<file path="config.mk">
export PLATFORM = sky130hd
export DESIGN_NAME = linmm_top
export DESIGN_NICKNAME = d
export VERILOG_FILES = /design/src/rtl/linmm_pkg.sv /design/src/rtl/linmm_ctrl.sv /design/src/rtl/linmm_cell.sv /design/src/rtl/linmm_array.sv /design/src/rtl/linmm_top.sv
export SDC_FILE = /design/constraint.sdc
export NUM_CORES = 1
export LEC_CHECK = 0
export ABC_AREA = 1
export BUFFER_PORTS_ARGS = -buffer_cell sky130_fd_sc_hd__buf_2
export CAP_MARGIN = 40
export CORE_MARGIN = 1.5
export CORE_UTILIZATION = 45
export CTS_CLUSTER_SIZE = 40
export DETAILED_ROUTE_END_ITERATION = 8
export PLACE_DENSITY = 0.64
export RECOVER_POWER = 50
export SLEW_MARGIN = 20
export SYNTH_ARGS = -nofsm -noshare
export SYNTH_HDL_FRONTEND = slang
export SYNTH_SLANG_ARGS = --single-unit
</file>
<file path="constraint.sdc">
create_clock -name clk -period 7.75 [get_ports clk]
set_input_delay 0.775 -clock clk [delete_from_list [all_inputs] [get_ports clk]]
set_output_delay 0.775 -clock clk [all_outputs]
set_load 0.005 [all_outputs]
</file>
<file path="src/rtl/linmm_pkg.sv">
package linmm_pkg;

  // Row framing strobes that travel with each element of X.
  typedef struct packed {
    logic vld;    // element present in this slot
    logic first;  // column 0 of its row
    logic last;   // column N-1 of its row
  } strobe_t;

endpackage

</file>
<file path="src/rtl/linmm_ctrl.sv">
module linmm_ctrl
  import linmm_pkg::*;
#(
  parameter int N  = 4,
  parameter int DW = 8,
  localparam int IW = $clog2(N)
) (
  input  logic          clk,
  input  logic          rstN,
  input  logic          xValid,
  input  logic [DW-1:0] xData,
  output strobe_t       headStb,
  output logic [IW-1:0] headAddr,
  output logic [DW-1:0] headX
);

  localparam logic [IW-1:0] LastIdx = IW'(N - 1);

  logic [IW-1:0] kCnt;
  logic          atFirst;
  logic          atLast;

  assign atFirst = (kCnt == '0);
  assign atLast  = (kCnt == LastIdx);

  // Column counter inside the current row
  always_ff @(posedge clk or negedge rstN) begin
    if (!rstN) begin
      kCnt <= '0;
    end else if (xValid) begin
      kCnt <= atLast ? '0 : kCnt + 1'b1;
    end
  end

  // Stream head register: strobes carry reset, payload does not
  always_ff @(posedge clk or negedge rstN) begin
    if (!rstN) begin
      headStb <= '0;
    end else begin
      headStb.vld   <= xValid;
      headStb.first <= xValid && atFirst;
      headStb.last  <= xValid && atLast;
    end
  end

  always_ff @(posedge clk) begin
    headAddr <= kCnt;
    headX    <= xData;
  end


  addr_range_chk: assert property (@(posedge clk) disable iff (!rstN)
    headStb.vld |-> (int'(headAddr) < N));


  row_frame_chk: assert property (@(posedge clk) disable iff (!rstN)
    (headStb.vld && !headStb.last) |=> !(headStb.vld && headStb.first));

endmodule

</file>
<file path="src/rtl/linmm_cell.sv">
module linmm_cell
  import linmm_pkg::*;
#(
  parameter int N  = 4,
  parameter int DW = 8,
  localparam int IW = $clog2(N),
  localparam int PW = 2 * DW,
  localparam int AW = 2 * DW + $clog2(N)
) (
  input  logic          clk,
  input  logic          rstN,
  input  logic          wrEn,
  input  logic [IW-1:0] wrAddr,
  input  logic [DW-1:0] wrData,
  input  strobe_t       inStb,
  input  logic [IW-1:0] inAddr,
  input  logic [DW-1:0] inX,
  input  logic          yInVld,
  input  logic [AW-1:0] yInData,
  output logic          yOutVld,
  output logic [AW-1:0] yOutData
);

  // Local weight column
  logic signed [DW-1:0] wMem [N];

  always_ff @(posedge clk) begin
    if (wrEn) begin
      wMem[wrAddr] <= wrData;
    end
  end

  logic signed [DW-1:0] wSel;
  logic signed [PW-1:0] prod;
  logic signed [AW-1:0] prodExt;
  logic signed [AW-1:0] acc;
  logic signed [AW-1:0] accNext;
  logic                 insert;

  assign wSel    = wMem[inAddr];
  assign prod    = $signed(inX) * wSel;
  assign prodExt = {{(AW - PW){prod[PW-1]}}, prod};
  assign accNext = (inStb.first ? '0 : acc) + prodExt;
  assign insert  = inStb.vld && inStb.last;

  always_ff @(posedge clk or negedge rstN) begin
    if (!rstN) begin
      acc <= '0;
    end else if (inStb.vld) begin
      acc <= accNext;
    end
  end

  // Result chain slot owned by this cell
  always_ff @(posedge clk or negedge rstN) begin
    if (!rstN) begin
      yOutVld  <= 1'b0;
      yOutData <= '0;
    end else if (insert) begin
      yOutVld  <= 1'b1;
      yOutData <= accNext;
    end else begin
      yOutVld  <= yInVld;
      yOutData <= yInData;
    end
  end


  no_collide_chk: assert property (@(posedge clk) disable iff (!rstN)
    insert |-> !yInVld);

endmodule

</file>
<file path="src/rtl/linmm_array.sv">
module linmm_array
  import linmm_pkg::*;
#(
  parameter int N  = 4,
  parameter int DW = 8,
  localparam int IW = $clog2(N),
  localparam int AW = 2 * DW + $clog2(N)
) (
  input  logic          clk,
  input  logic          rstN,
  input  logic [N-1:0]  wrEn,
  input  logic [IW-1:0] wrAddr,
  input  logic [DW-1:0] wrData,
  input  strobe_t       headStb,
  input  logic [IW-1:0] headAddr,
  input  logic [DW-1:0] headX,
  output logic          yValid,
  output logic [AW-1:0] yData
);

  // Input stream as seen by each cell
  strobe_t       stb [N];
  logic [IW-1:0] adr [N];
  logic [DW-1:0] xs  [N];

  // Result chain, slot j feeds cell j
  logic          yV [N+1];
  logic [AW-1:0] yD [N+1];

  assign stb[0] = headStb;
  assign adr[0] = headAddr;
  assign xs[0]  = headX;
  assign yV[0]  = 1'b0;
  assign yD[0]  = '0;

  // Two register stages between neighbouring cells
  for (genvar j = 0; j < N - 1; j++) begin : g_hop
    strobe_t       aStb, bStb;
    logic [IW-1:0] aAdr, bAdr;
    logic [DW-1:0] aX, bX;

    always_ff @(posedge clk or negedge rstN) begin
      if (!rstN) begin
        aStb <= '0;
        bStb <= '0;
      end else begin
        aStb <= stb[j];
        bStb <= aStb;
      end
    end

    always_ff @(posedge clk) begin
      aAdr <= adr[j];
      bAdr <= aAdr;
      aX   <= xs[j];
      bX   <= aX;
    end

    assign stb[j+1] = bStb;
    assign adr[j+1] = bAdr;
    assign xs[j+1]  = bX;


    stream_delay_chk: assert property (@(posedge clk) disable iff (!rstN)
      stb[j].vld |-> ##2 (stb[j+1].vld && adr[j+1] == $past(adr[j], 2)
                          && stb[j+1].last == $past(stb[j].last, 2)));
  end

  for (genvar j = 0; j < N; j++) begin : g_cell
    linmm_cell #(.N(N), .DW(DW)) u_cell (
      .clk     (clk),
      .rstN    (rstN),
      .wrEn    (wrEn[j]),
      .wrAddr  (wrAddr),
      .wrData  (wrData),
      .inStb   (stb[j]),
      .inAddr  (adr[j]),
      .inX     (xs[j]),
      .yInVld  (yV[j]),
      .yInData (yD[j]),
      .yOutVld (yV[j+1]),
      .yOutData(yD[j+1])
    );
  end

  assign yValid = yV[N];
  assign yData  = yD[N];

endmodule

</file>
<file path="src/rtl/linmm_top.sv">
module linmm_top
  import linmm_pkg::*;
#(
  parameter int N  = 4,
  parameter int DW = 8,
  localparam int IW = $clog2(N),
  localparam int AW = 2 * DW + $clog2(N)
) (
  input  logic          clk,
  input  logic          rstN,
  input  logic [N-1:0]  wrEn,
  input  logic [IW-1:0] wrAddr,
  input  logic [DW-1:0] wrData,
  input  logic          xValid,
  input  logic [DW-1:0] xData,
  output logic          yValid,
  output logic [AW-1:0] yData
);

  strobe_t       headStb;
  logic [IW-1:0] headAddr;
  logic [DW-1:0] headX;

  linmm_ctrl #(.N(N), .DW(DW)) u_ctrl (
    .clk     (clk),
    .rstN    (rstN),
    .xValid  (xValid),
    .xData   (xData),
    .headStb (headStb),
    .headAddr(headAddr),
    .headX   (headX)
  );

  linmm_array #(.N(N), .DW(DW)) u_array (
    .clk     (clk),
    .rstN    (rstN),
    .wrEn    (wrEn),
    .wrAddr  (wrAddr),
    .wrData  (wrData),
    .headStb (headStb),
    .headAddr(headAddr),
    .headX   (headX),
    .yValid  (yValid),
    .yData   (yData)
  );

endmodule

</file>
==> results.sh <==
export IMPL_status="finished with violations"
export IMPL_violations="capacitance limit, slew limit"
export IMPL_rows=87
export IMPL_synth_area_per_cell_um2=8.91
export IMPL_die_area_um2=58900
export IMPL_drive_above_1_share_pct=6.39
export IMPL_post_cts_resized=0
export IMPL_ys_flop_type="dfrtp_1"
export IMPL_antennaDiodeCount=0
export IMPL_hold_buffers=0
export IMPL_synthCells=2901
export IMPL_clkTransAtPathRegs_ps=60
export IMPL_cts_buffers=43
export IMPL_dr_pass1_iters=5
export IMPL_path_common_cell="nand2_1"
export IMPL_ys_ff_latch=369
export IMPL_setup_ws_ps=851
export IMPL_die_w_um=243
export IMPL_ys_types=49
export IMPL_detail_route_iter0_violations=1149
export IMPL_fp_coreArea_um2=56600
export IMPL_area_growth_pct=10.2
export IMPL_worst_path_buf_inv=6
export IMPL_synth_async_reset_ratio_pct=46.3
export IMPL_critPathArrivalTime_ps=7340
export IMPL_ios=44
export IMPL_wire_per_inst_um=15.1
export IMPL_cts_sinks=369
export IMPL_htreeDepth=2
export IMPL_clock_latency_ps=580
export IMPL_grt_pass1_vias=19800
export IMPL_finalWirelength_mm=56.5
export IMPL_gp_congestion=0.915
export IMPL_hold_path_class="in -> reg"
export IMPL_num_vias=18500
export IMPL_grt_max_degree=69
export IMPL_slowest_stage="dfxtp_1"
export IMPL_synth_top_family_by_area="adder cells"
export IMPL_viasPerCell=4.94
export IMPL_tightestPinTransition_ps=3460
export IMPL_postRouteAntennaNets=0
export IMPL_synth_adder_area_share_pct=26.2
export IMPL_dp_hpwl_mm=44.4
export IMPL_dp_slack_ps=801
export IMPL_cp_max_fo=18
export IMPL_synth_simple_area_share_pct=18.5
export IMPL_grt_overflow=0
export IMPL_numPortBuffers=43
export IMPL_end_kind="register"
export IMPL_required_ps=8190
export IMPL_route_detailed_drc=0
export IMPL_antenna_found_initial=0
export IMPL_grt_pass1_wl_mm=96.6
export IMPL_setup_viol=0
export IMPL_synth_compound_area_share_pct=6.34
export IMPL_fin_crit_sh_pct=89.0
export IMPL_synth_edff_count=128
export IMPL_placed_area_um2=26900
export IMPL_ys_warn_count=0
export IMPL_hold_viol=0
export IMPL_syn_cell_area_um2=25800
export IMPL_tritoncts="built"
export IMPL_synth_nets=3332
export IMPL_critPathMaxStageDelay_ps=650
export IMPL_root_buffer="clkbuf_16"
export IMPL_criticalPathCategory="reg -> reg"
export IMPL_maxCapViolCount=2
export IMPL_nNetsFinal=3386
export IMPL_min_period_ps=6900
export IMPL_crit_family="adder cells"
export IMPL_final_max_slew_violation_count=123
export IMPL_die_h_um=243
export IMPL_ys_seq_area_share_pct=36.8
export IMPL_rsz0062_at_grt="no"
export IMPL_fin_setup_tns_ps=0
export IMPL_slew_headroom_pct=-131
export IMPL_postCtsSetupBuffers=0
export IMPL_fmax_ghz=0.145
export IMPL_synth_mux_area_fraction_pct=0
export IMPL_finClkSkew_ps=28.3
export IMPL_grtUsageTotal_pct=20.2
export IMPL_yosys_area_share_xor_xnor_pct=3.21
export IMPL_fin_hold_ws_ps=310
export IMPL_crit_path_start_kind="register"
export IMPL_initial_utilization_pct=45.7
export IMPL_ctsLongestPathBuffers=3
export IMPL_fin_area_um2=28500
[Yosys cell counts (11+ instances only)]
library cell	number	area, um2
nand3_1	140	701
dfxtp_1	70	1400
ha_1	182	2280
a21o_1	11	82.6
nand2_2	19	119
clkbuf_1	34	128
o21ai_1	20	100
xor2_1	45	394
nand3_2	16	160
nor2_1	338	1270
nand2_1	583	2190
o21ai_0	122	611
inv_1	551	2070
a21oi_1	90	450
edfxtp_1	128	3840
fa_1	224	4480
dfrtp_1	171	4280
xnor2_1	48	420
a31oi_1	12	75.1
[layout by cell type (no fill, tap or decap), types with 4 or more instances in the layout]
cell type and count:
nand3b_1 9, nor2_1 338, a21oi_2 7, fa_1 224
nand3_1 140, o21ai_2 4, nand2_4 6, xor2_1 45
a21o_1 11, clkbuf_8 5, or2_2 10, a31oi_1 12
clkinv_1 7, clkinv_2 6, buf_2 31, edfxtp_1 128
nand2_2 19, ha_1 182, bufinv_16 10, o21ai_1 20
o21bai_1 6, dfrtp_1 171, clkbuf_1 20, xnor2_1 48
a32o_1 8, inv_1 551, dfxtp_1 70, nand3_2 16
o21ai_0 122, nand2_1 583, inv_2 7, a21oi_1 90
clkbuf_16 44
[per-layer routing]
layer / vias to the layer above / routed length (um) / GRT usage (%)
li1: 9110 / - / -
met1: 8956 / 24100 / 25.2
met2: 351 / 29000 / 36.5
met3: 91 / 1970 / 2.48
met4: 0 / 1480 / 6.12
met5: - / 0 / 0
[per-stage QoR]
step | instances | utilization [%]
after floorplan | 2901 | -
after global placement | 3659 | 47.4
after detailed placement | 3661 | 47.4
after CTS | 3740 | 50.3
after global routing | 3745 | 50.3
final | 3745 | 50.3
[worst reg2reg max path: cells and delay by family (launching register included)]
family	cells	cell delay, ps
flip-flops	1	650
buffers and inverters	6	670
AND/OR/NAND/NOR	12	970
adder cells (fa/ha/maj)	6	2670
AO/OA/AOI/OAI	10	1680
XOR/XNOR	1	140
[sequential cells by signal, indices dropped and copies added (netlist names), 6 cells and up, named ones only]
| name | count |
|---|---|
| u_array.g_cell.u_cell.acc | 72 |
| u_array.g_cell.u_cell.wMem | 128 |
| u_array.g_cell.u_cell.yOutData | 72 |
| u_array.g_hop.aAdr | 6 |
| u_array.g_hop.aStb | 9 |
| u_array.g_hop.aX | 24 |
| u_array.g_hop.bStb | 9 |
| u_array.g_hop.bX | 24 |
| u_ctrl.headX | 8 |
[cells by family after synthesis]
| kind of cell | after synthesis |
|---|---|
| flip-flops | 369 |
| AO/OA/AOI/OAI | 290 |
| adder cells (fa/ha/maj) | 406 |
| buffers and inverters | 607 |
| AND/OR/NAND/NOR | 1135 |
| XOR/XNOR | 94 |
[cell type report]
cell class / instances / area (um2)
timing repair buffer: 52 / 279
multi-input combinational: 1925 / 14000
clock buffer: 53 / 1180
sequential: 369 / 9520
inverter: 564 / 2120
fill: 5354 / 28100
clock inverter: 26 / 418
tap: 756 / 946
[worst paths after layout]
path	startpoint	to	slack (ps)	cells past startpoint
worst max-delay path	u_ctrl.headAddr[0]	u_array.g_cell[0].u_cell.acc[17]	850	35
worst min-delay path	xData[1]	u_ctrl.headX[1]	310	1
worst max register to register	u_ctrl.headAddr[0]	u_array.g_cell[0].u_cell.acc[17]	850	35
worst min register to register	u_array.g_hop[0].aX[4]	u_array.g_hop[0].bX[4]	320	0
max in group asynchronous	rstN	u_ctrl.headStb[2]	2200	3
min in group asynchronous	rstN	u_array.g_cell[3].u_cell.acc[5]	1360	1
Power is not shown: default switching activity piles up to over one toggle a cycle in this logic, so the estimate is an artifact.
